===== src/rtl/serial_cmd_pkg.sv =====
// Shared types for the serial instruction receiver.
// Assumes a fixed 3-bit operation field in the instruction.
package serial_cmd_pkg;
    localparam int OP_W = 3;

    typedef enum logic [2:0] {
        OP_WRITE_OFF  = 3'd0,
        OP_SAVE       = 3'd1,
        OP_AUTOSAVE   = 3'd2,
        OP_RAM_WRITE  = 3'd3,
        OP_WRITE_ON   = 3'd4,
        OP_RESTORE    = 3'd5,
        OP_RAM_READ   = 3'd6
    } cmd_e;
endpackage


===== src/rtl/serial_line_sync.sv =====
// Multi-stage synchronizer for a bundle of asynchronous single-bit lines.
// Assumes each line is independent; no multi-bit coherence is implied.
module serial_line_sync #(
    parameter int WIDTH  = 3,
    parameter int STAGES = 2
) (
    input  logic             clk,
    input  logic             rst_n,
    input  logic [WIDTH-1:0] d,
    output logic [WIDTH-1:0] q
);
    logic [WIDTH-1:0] stg [STAGES];

    // First stage captures the raw asynchronous inputs.
    always_ff @(posedge clk) begin
        if (!rst_n) stg[0] <= '0;
        else        stg[0] <= d;
    end

    generate
        for (genvar i = 1; i < STAGES; i++) begin : g_stage
            // Each later stage reduces the metastability window further.
            always_ff @(posedge clk) begin
                if (!rst_n) stg[i] <= '0;
                else        stg[i] <= stg[i-1];
            end
        end
    endgenerate

    assign q = stg[STAGES-1];
endmodule


===== src/rtl/serial_cmd_framer.sv =====
// Start-bit search and MSB-first shift framer, working on synchronized lines.
// Assumes ce/sck/sdi are already synchronized to clk. The start bit is not
// stored; word_q holds the INSTR_W-1 bits that follow it.
module serial_cmd_framer #(
    parameter int INSTR_W = 8
) (
    input  logic               clk,
    input  logic               rst_n,
    input  logic               ce_s,
    input  logic               sck_s,
    input  logic               sdi_s,
    input  logic               busy,
    output logic               done_q,
    output logic [INSTR_W-2:0] word_q
);
    localparam int CNT_W = $clog2(INSTR_W);
    localparam int SH_W  = INSTR_W - 2;

    typedef enum logic [1:0] {ST_HUNT, ST_SHIFT, ST_HOLD} fr_state_e;

    fr_state_e       state;
    logic [CNT_W-1:0] cnt;
    logic [SH_W-1:0]  shreg;
    logic             sck_prev;
    logic             sck_rise;

    // Remember the previous sck sample so that rising edges can be detected.
    always_ff @(posedge clk) begin
        if (!rst_n) sck_prev <= 1'b0;
        else        sck_prev <= sck_s;
    end

    assign sck_rise = sck_s & ~sck_prev;

    // Framing state machine: hunt for the start bit, shift, then hold until deselect.
    always_ff @(posedge clk) begin
        if (!rst_n) begin
            state  <= ST_HUNT;
            cnt    <= '0;
            shreg  <= '0;
            done_q <= 1'b0;
            word_q <= '0;
        end else if (!ce_s) begin
            state  <= ST_HUNT;
            cnt    <= '0;
            done_q <= 1'b0;
        end else begin
            done_q <= 1'b0;
            if (sck_rise) begin
                case (state)
                    ST_HUNT: begin
                        if (sdi_s) begin
                            shreg <= '0;
                            cnt   <= CNT_W'(1);
                            state <= ST_SHIFT;
                        end
                    end
                    ST_SHIFT: begin
                        cnt <= cnt + CNT_W'(1);
                        if (cnt == CNT_W'(INSTR_W - 1)) begin
                            word_q <= {shreg, sdi_s};
                            done_q <= ~busy;
                            state  <= ST_HOLD;
                        end else begin
                            shreg <= {shreg[SH_W-2:0], sdi_s};
                        end
                    end
                    default: ;
                endcase
            end
        end
    end
endmodule


===== src/rtl/serial_cmd_decode.sv =====
// Maps the 3-bit operation field to the command enumeration.
// Assumes both codes 110 and 111 denote a RAM read.
module serial_cmd_decode
    import serial_cmd_pkg::*;
(
    input  logic [OP_W-1:0] op_bits,
    output cmd_e            op
);
    // Pure combinational lookup of the operation.
    always_comb begin
        case (op_bits)
            3'b000:  op = OP_WRITE_OFF;
            3'b001:  op = OP_SAVE;
            3'b010:  op = OP_AUTOSAVE;
            3'b011:  op = OP_RAM_WRITE;
            3'b100:  op = OP_WRITE_ON;
            3'b101:  op = OP_RESTORE;
            default: op = OP_RAM_READ;
        endcase
    end
endmodule


===== src/rtl/serial_cmd_rx.sv =====
// Top level of the serial instruction receiver: synchronizes the port,
// frames the instruction and decodes its fields.
// Assumes busy is already synchronous to clk.
module serial_cmd_rx
    import serial_cmd_pkg::*;
#(
    parameter int ADDR_W      = 4,
    parameter int SYNC_STAGES = 2
) (
    input  logic              clk,
    input  logic              rst_n,
    input  logic              ce,
    input  logic              sck,
    input  logic              sdi,
    input  logic              busy,
    output logic              cmd_valid,
    output logic [2:0]        cmd_op,
    output logic [ADDR_W-1:0] cmd_addr
);
    localparam int INSTR_W = 1 + ADDR_W + OP_W;

    logic [2:0]         lines_s;
    logic               done;
    logic [INSTR_W-2:0] word;
    cmd_e               dec_op;

    serial_line_sync #(.WIDTH(3), .STAGES(SYNC_STAGES)) u_sync (
        .clk   (clk),
        .rst_n (rst_n),
        .d     ({ce, sck, sdi}),
        .q     (lines_s)
    );

    serial_cmd_framer #(.INSTR_W(INSTR_W)) u_framer (
        .clk    (clk),
        .rst_n  (rst_n),
        .ce_s   (lines_s[2]),
        .sck_s  (lines_s[1]),
        .sdi_s  (lines_s[0]),
        .busy   (busy),
        .done_q (done),
        .word_q (word)
    );

    serial_cmd_decode u_dec (
        .op_bits (word[OP_W-1:0]),
        .op      (dec_op)
    );

    assign cmd_valid = done;
    assign cmd_op    = dec_op;
    assign cmd_addr  = word[INSTR_W-2 -: ADDR_W];
endmodule


===== config.mk =====
export PLATFORM = sky130hd
export DESIGN_NAME = serial_cmd_rx
export DESIGN_NICKNAME = d
export VERILOG_FILES = /design/src/rtl/serial_cmd_pkg.sv /design/src/rtl/serial_line_sync.sv /design/src/rtl/serial_cmd_framer.sv /design/src/rtl/serial_cmd_decode.sv /design/src/rtl/serial_cmd_rx.sv
export SDC_FILE = /design/constraint.sdc
export NUM_CORES = 1
export LEC_CHECK = 0
export CORE_MARGIN = 4
export CORE_UTILIZATION = 45
export DETAILED_ROUTE_END_ITERATION = 7
export PLACE_DENSITY = 0.67
export SLEW_MARGIN = 10
export SYNTH_ARGS = -nofsm -noshare
export SYNTH_HDL_FRONTEND = slang
export SYNTH_SLANG_ARGS = --single-unit

===== constraint.sdc =====
create_clock -name clk -period 1.48 [get_ports clk]
set_input_delay 0.37 -clock clk [delete_from_list [all_inputs] [get_ports clk]]
set_output_delay 0.37 -clock clk [all_outputs]
set_load 0.05 [all_outputs]

==> run_results.csv, run 1 <==
group,metric,value,unit
timing,rsz0062_at_grt,"false",
cells_and_area,fin_area,1370,sq um
global_route,gr-usage-met2,0.2027,
routing,vias,721,
timing,finalHoldViolCount,0,
worst_hold_path,hold_start,"u_sync.stg[0][0]$_SDFF_PN0_",
clock_network,cts_tree,"done",
global_route,grt_pass1_wl,3.091,mm
global_route,first_global_vias,716,
timing,worstMarginPinSlew,463.7,ps
cells_and_area,fin_util,0.6644,
placed_design,dp_hpwl,1.239,mm
logic_synthesis,synth_flop_cell,"dfxtp_1",
clock_network,cts_sinks,26,
clock_network,clk_path_buf_depth,2,
routing,wl_per_cell,12.33,um
power,power_leakage,0.5205,nW
power,p_seq_frac,0.577,
routing,totalWireLength,1.763,mm
logic_synthesis,syn-num-nets,109,
worst_hold_path,worstHoldEndpoint,"u_sync.stg[1][0]$_SDFF_PN0_",
clock_network,clk_latency,320,ps
clock_network,cts_hold_buf,0,
setup_path,worst_ep_required_time,1110,ps
cells_and_area,drive_above_1_share,0.2155,
clock_network,clkTransAtPathRegs,140,ps
routing,viasPerCell,5.042,
timing,fmax,706.8,MHz
global_route,met1_usage,0.1506,
timing,final_max_slew_viol_count,0,
logic_synthesis,synth_seq_cells,26,
routing,antenna_left,0,
power,peakVddDrop,0.6266,mV
setup_path,cp-end-kind,"output port",
placed_design,place_area,1279,sq um
timing,tns,0,ps
cells_and_area,syn_to_final_growth,34.36,%
floorplan,num_rows,16,
setup_path,arrival,1040,ps
global_route,grt_usage,0.1265,
timing,setup_violations,0,
setup_path,r2r_end,"u_framer.shreg[4]$_SDFFE_PN0P_",
floorplan,start_util,0.4945,
timing,whs,451.5,ps
worst_hold_path,worstHoldPathCells,1,
setup_path,worstPathMaxFanout,3,
timing,finalCritPeriodShare,0.9559,
power,p_clk_frac,0.388,
logic_synthesis,synth.distinct_cells,22,
setup_path,critPathLaunchType,"flop",
floorplan,ioPinCount,14,
setup_path,r2r_slack,120,ps
cells_and_area,final_net_count,126,
status,status,"finished, final reports clean",
logic_synthesis,synth.avg_cell_area,10.20,sq um
global_route,grt_max_degree,17,
routing,drc,0,
timing,fin_skew,10.62,ps
routing,first_pass_iters,3,
power,swShare,0.1855,
logic_synthesis,synth.largest_area_cell,"dfxtp_1",
clock_network,cts-root-buf,"clkbuf_4",
global_route,grt-ovfl-total,0,
power,comb_power_share,0.035,
logic_synthesis,synth_warnings,0,
clock_network,h-tree-depth,1,
global_route,grtUsageMet3,0.02784,
logic_synthesis,syn_area,1020,sq um
timing,slew-limit-headroom,0.6885,
floorplan,fp.dieH,55.61,um
floorplan,core-area,2062,sq um
power,power_switching,0.2292,mW
cells_and_area,diodes,0,
setup_path,crit_type,"reg2out",
logic_synthesis,netlist_instances,100,
flow_run,drv_cap,0,
logic_synthesis,yosysTopAreaCellShare,0.5104,
power,p_int,1.006,mW
logic_synthesis,synth_enable_flop_cells,0,
routing,drt_iter0_drc,7,
placed_design,gp_congestion,0.7876,
power,p_per_area,901.7,nW/um^2
global_route,antenna_found_initial,0,
global_route,top_usage_layer,"met2",
logic_synthesis,ys_seq_area_frac,0.5104,
logic_synthesis,async_flop_share,0,
setup_path,r2r-start,"u_framer.cnt[1]$_SDFFE_PN0P_",
timing,period_minus_slack,1415,ps
floorplan,die_x,55.61,um
clock_network,numCtsBuffers,3,
floorplan,dieArea,3092,sq um
placed_design,port-buffer-count,13,
logic_synthesis,synth_area_leaders,"dfxtp_1 (51%), mux2i_1 (13%), nand2_1 (7.0%)",
worst_hold_path,hp-class,"reg2reg",
setup_path,reg2reg_depth,6,
==> layer usage <==
metal,share of wire,up-vias
li1,-,367
met1,0.46,336
met2,0.47,14
met3,0.043,4
met4,0.026,0
met5,0,-
==> area by class of cell <==
class                      instances  area (sq um)
clock inverter                     1         30.03
sequential                        26         521.8
timing repair buffer              19         271.5
tap                               27         33.78
clock buffer                       3         22.52
fill                             159         691.9
multi-input combinational         67         490.5
==> state kept, by name, indices dropped and copies added (netlist names) <==
| name | flops |
|---|---|
| u_framer.state | 2 |
| u_framer.shreg | 6 |
| u_sync.stg | 6 |
| u_framer.done_q | 1 |
| u_framer.word_q | 7 |
| u_framer.cnt | 3 |
| u_framer.sck_prev | 1 |
==> cells in the mapped netlist, drive strengths merged, types with 2 or more instances <==
cell	n
and2	8
buf	2
clkbuf	5
dfxtp	26
ha	3
mux2i	13
nand2	19
nand2b	2
nand3	8
nor2b	2
o211a	2
o21ai	2
==> power by group through the flow <==
| stage | Sequential (mW) | Combinational, mW | Clock (mW) |
|---|---|---|---|
| final | 0.712 | 0.0433 | 0.480 |
| after global routing | 0.714 | 0.0469 | 0.522 |
| after CTS | 0.713 | 0.0437 | 0.490 |
| after detailed placement | 0.728 | 0.0430 | 0 |
| after global placement | 0.727 | 0.0427 | 0 |
| after floorplan | 0.727 | 0.0220 | 0 |
==> worst max path at each step <==
stage / slack (ps) / startpoint / to
6_report: 70 / u_framer.word_q[2]$_SDFFE_PN0P_ / cmd_op[0]
5_1_grt: 2 / u_framer.word_q[2]$_SDFFE_PN0P_ / cmd_op[0]
4_1_cts: 20 / u_framer.cnt[0]$_SDFFE_PN0P_ / u_framer.shreg[3]$_SDFFE_PN0P_
3_5_place_dp: 40 / rst_n / u_framer.cnt[2]$_SDFFE_PN0P_
3_3_place_gp: 60 / rst_n / u_framer.shreg[3]$_SDFFE_PN0P_
2_1_floorplan: 20 / u_framer.word_q[0]$_SDFFE_PN0P_ / cmd_op[0]
==> placed cells by master (no fill, tap or decap), types with 2 or more instances in the layout <==
master | synthesis | routed
o211a_1 | 2 | 2
buf_4 | 0 | 4
nand2_1 | 19 | 19
and2_1 | 8 | 8
dfxtp_1 | 26 | 25
clkdlybuf4s50_1 | 0 | 5
nor2b_1 | 2 | 2
nand3_1 | 8 | 8
clkbuf_4 | 0 | 3
o21ai_1 | 2 | 2
mux2i_1 | 13 | 13
buf_12 | 0 | 9
==> worst max-delay path, stage by stage, from the launching register on <==
cell	delay (ps)
dfxtp_1	390
a21boi_4	190
buf_12	150
==> metrics by stage <==
step                std cells  total power [mW]  setup slack, ps
detailed placement        138            0.7708            42.32
global placement          138            0.7702            56.72
CTS                       142             1.246            18.71
finish                    143             1.235            65.27
global route              143             1.283            2.097
floorplan                 100            0.7485            23.92
==> logic make-up after synthesis <==
logic type               count (synthesis)  share of synthesized area
AO/OA/AOI/OAI                            6                    0.04172
buffers and inverters                    7                    0.03435
AND/OR/NAND/NOR                         45                     0.2491
multiplexers                            13                     0.1276
adder cells (fa/ha/maj)                  3                    0.03681
flip-flops                              26                     0.5104
==> timing repair <==
| action | CTS | global route |
|---|---|---|
| gates resized for setup | 1 | 6 |
| endpoints found under the setup margin | 1 | 7 |
| setup buffers | 0 | 1 |
Note: power is estimated with default switching activity, not from simulation.
==> run 2, diff against run 1 <==
- CORE_UTILIZATION: 45 -> 33
- HOLD_SLACK_MARGIN: unset -> 0.03
- PLACE_DENSITY: 0.67 -> 0.52
==> run_results.csv, run 2 (synthesized netlist as in run 1, its figures left out) <==
group,metric,value,unit
status,status,"finished, final reports clean",
clock_network,h-tree-depth,1,
cells_and_area,final_cell_mix,"dfxtp_1 (23), nand2_1 (18), mux2i_1 (13)",
setup_path,worstPathMaxFanout,3,
cells_and_area,layout_commonest_cell,"dfxtp_1",
setup_path,critPathLaunchType,"flop",
floorplan,dieArea,4044,sq um
timing,worstMarginPinSlew,494.2,ps
timing,final_max_slew_viol_count,0,
global_route,grtUsageMet3,0.02487,
cells_and_area,largest_reg_flops,7,
clock_network,cts_sinks,26,
placed_design,port-buffer-count,13,
routing,totalWireLength,1.760,mm
cells_and_area,final_net_count,124,
clock_network,cts_hold_buf,0,
setup_path,arrival,1030,ps
global_route,grt_pass1_wl,3.153,mm
timing,fmax,715.4,MHz
clock_network,cts_tree,"done",
floorplan,fp.dieH,63.59,um
timing,period_minus_slack,1398,ps
setup_path,worst_ep_required_time,1110,ps
worst_hold_path,worstHoldEndpoint,"u_sync.stg[1][2]$_SDFF_PN0_",
cells_and_area,syn_to_final_growth,32.52,%
global_route,grt-ovfl-total,0,
setup_path,r2r_end,"u_framer.word_q[3]$_SDFFE_PN0P_",
global_route,first_global_vias,723,
timing,finalHoldViolCount,0,
placed_design,dp_hpwl,1.211,mm
power,p_per_area,818.5,nW/um^2
global_route,met1_usage,0.1307,
setup_path,cp-end-kind,"output port",
worst_hold_path,worstHoldPathCells,1,
floorplan,num_rows,19,
global_route,antenna_found_initial,0,
floorplan,start_util,0.3575,
setup_path,crit_type,"reg2out",
clock_network,clkTransAtPathRegs,140,ps
worst_hold_path,hp-class,"reg2reg",
routing,first_pass_iters,4,
timing,fin_skew,5.185,ps
cells_and_area,reg_top3,"u_framer.word_q (7), u_framer.shreg (6), u_sync.stg (6)",
floorplan,die_x,63.59,um
power,power_leakage,0.5075,nW
clock_network,clk_path_buf_depth,2,
timing,rsz0062_at_grt,"false",
timing,slew-limit-headroom,0.6680,
routing,vias,696,
floorplan,ioPinCount,14,
setup_path,r2r-start,"u_framer.state[1]$_SDFFE_PN0P_",
clock_network,clk_latency,310,ps
routing,drt_iter0_drc,30,
routing,antenna_left,0,
worst_hold_path,hold_start,"u_sync.stg[0][2]$_SDFF_PN0_",
global_route,gr-usage-met2,0.1434,
power,peakVddDrop,0.3468,mV
timing,finalCritPeriodShare,0.9445,
cells_and_area,diodes,0,
timing,setup_violations,0,
global_route,grt_max_degree,29,
clock_network,cts-root-buf,"clkbuf_4",
placed_design,dp_slack,24.25,ps
placed_design,gp_congestion,0.7465,
flow_run,drv_cap,0,
global_route,grt_usage,0.09744,
timing,tns,0,ps
floorplan,core-area,2853,sq um
routing,drc,0,
setup_path,reg2reg_depth,4,
cells_and_area,largest_register,"u_framer.word_q",
timing,setup_slack,82.16,ps
cells_and_area,drive_above_1_share,0.2281,
routing,viasPerCell,4.800,
routing,wl_per_cell,12.14,um
setup_path,crit_path_start,"u_framer.word_q[1]$_SDFFE_PN0P_",
setup_path,r2r_slack,110,ps
clock_network,numCtsBuffers,3,
cells_and_area,fin_util,0.4737,
global_route,top_usage_layer,"met2",
-- run 2: cell count changes in the layout (fill, tap and decap cells not counted), sizes merged --
| cell | change |
|---|---|
| buf | -2 |
| bufinv | -1 |
| clkbuf | +1 |
-- run 2: routing by layer --
layer | wire [um] | part of all wire
met3 | 53 | 0.030
met2 | 750 | 0.43
met1 | 934 | 0.53
met4 | 22 | 0.013
met5 | 0 | 0
-- run 2: what timing repair did --
item                                   in CTS  in global routing
setup endpoints to repair                   1                  7
endpoints found under the hold margin       0                  0
resized for setup                           1                  9
pin swaps                                   0                  0
buffers inserted                            0                  0
-- run 2: critical path, stage by stage (launching register included) --
cell and delay, ps:
dfxtp_1 370, a21boi_2 180, buf_12 150
-- run 2: cell type report --
cell class                      count  area, sq um
Tap cell                           31        38.79
Timing Repair Buffer               17        256.5
Fill cell                         267         1501
Sequential cell                    26        524.3
Clock buffer                        4        36.28
Multi-Input combinational cell     67        495.5
-- run 2: worst max-delay path by stage --
stage | end | slack, ps | cells after the start
2_1_floorplan | cmd_op[0] | 20 | 1
3_3_place_gp | u_framer.cnt[2]$_SDFFE_PN0P_ | 70 | 4
3_5_place_dp | u_framer.shreg[2]$_SDFFE_PN0P_ | 20 | 6
4_1_cts | u_framer.shreg[1]$_SDFFE_PN0P_ | 2 | 6
5_1_grt | u_framer.shreg[1]$_SDFFE_PN0P_ | 10 | 6
6_report | cmd_op[0] | 80 | 2
-- run 2: metrics by stage --
stage	instance area [sq um]	hold WS (ps)	std cells	total power [mW]
final	1351	448.8	145	1.106
after global routing	1351	481.4	145	1.174
after CTS	1316	451.8	145	1.132
after detailed placement	1276	419.1	141	0.7704
after global placement	1276	416.2	141	0.7700
after floorplan	1020	411.9	100	0.7485
-- run 2: report_power, final --
part	switching (mW)	total (mW)	internal [mW]
clock	0.201	0.352	0.150
sequential	0.00393	0.712	0.708
combinational	0.0184	0.0424	0.0240
total	0.224	1.11	0.882
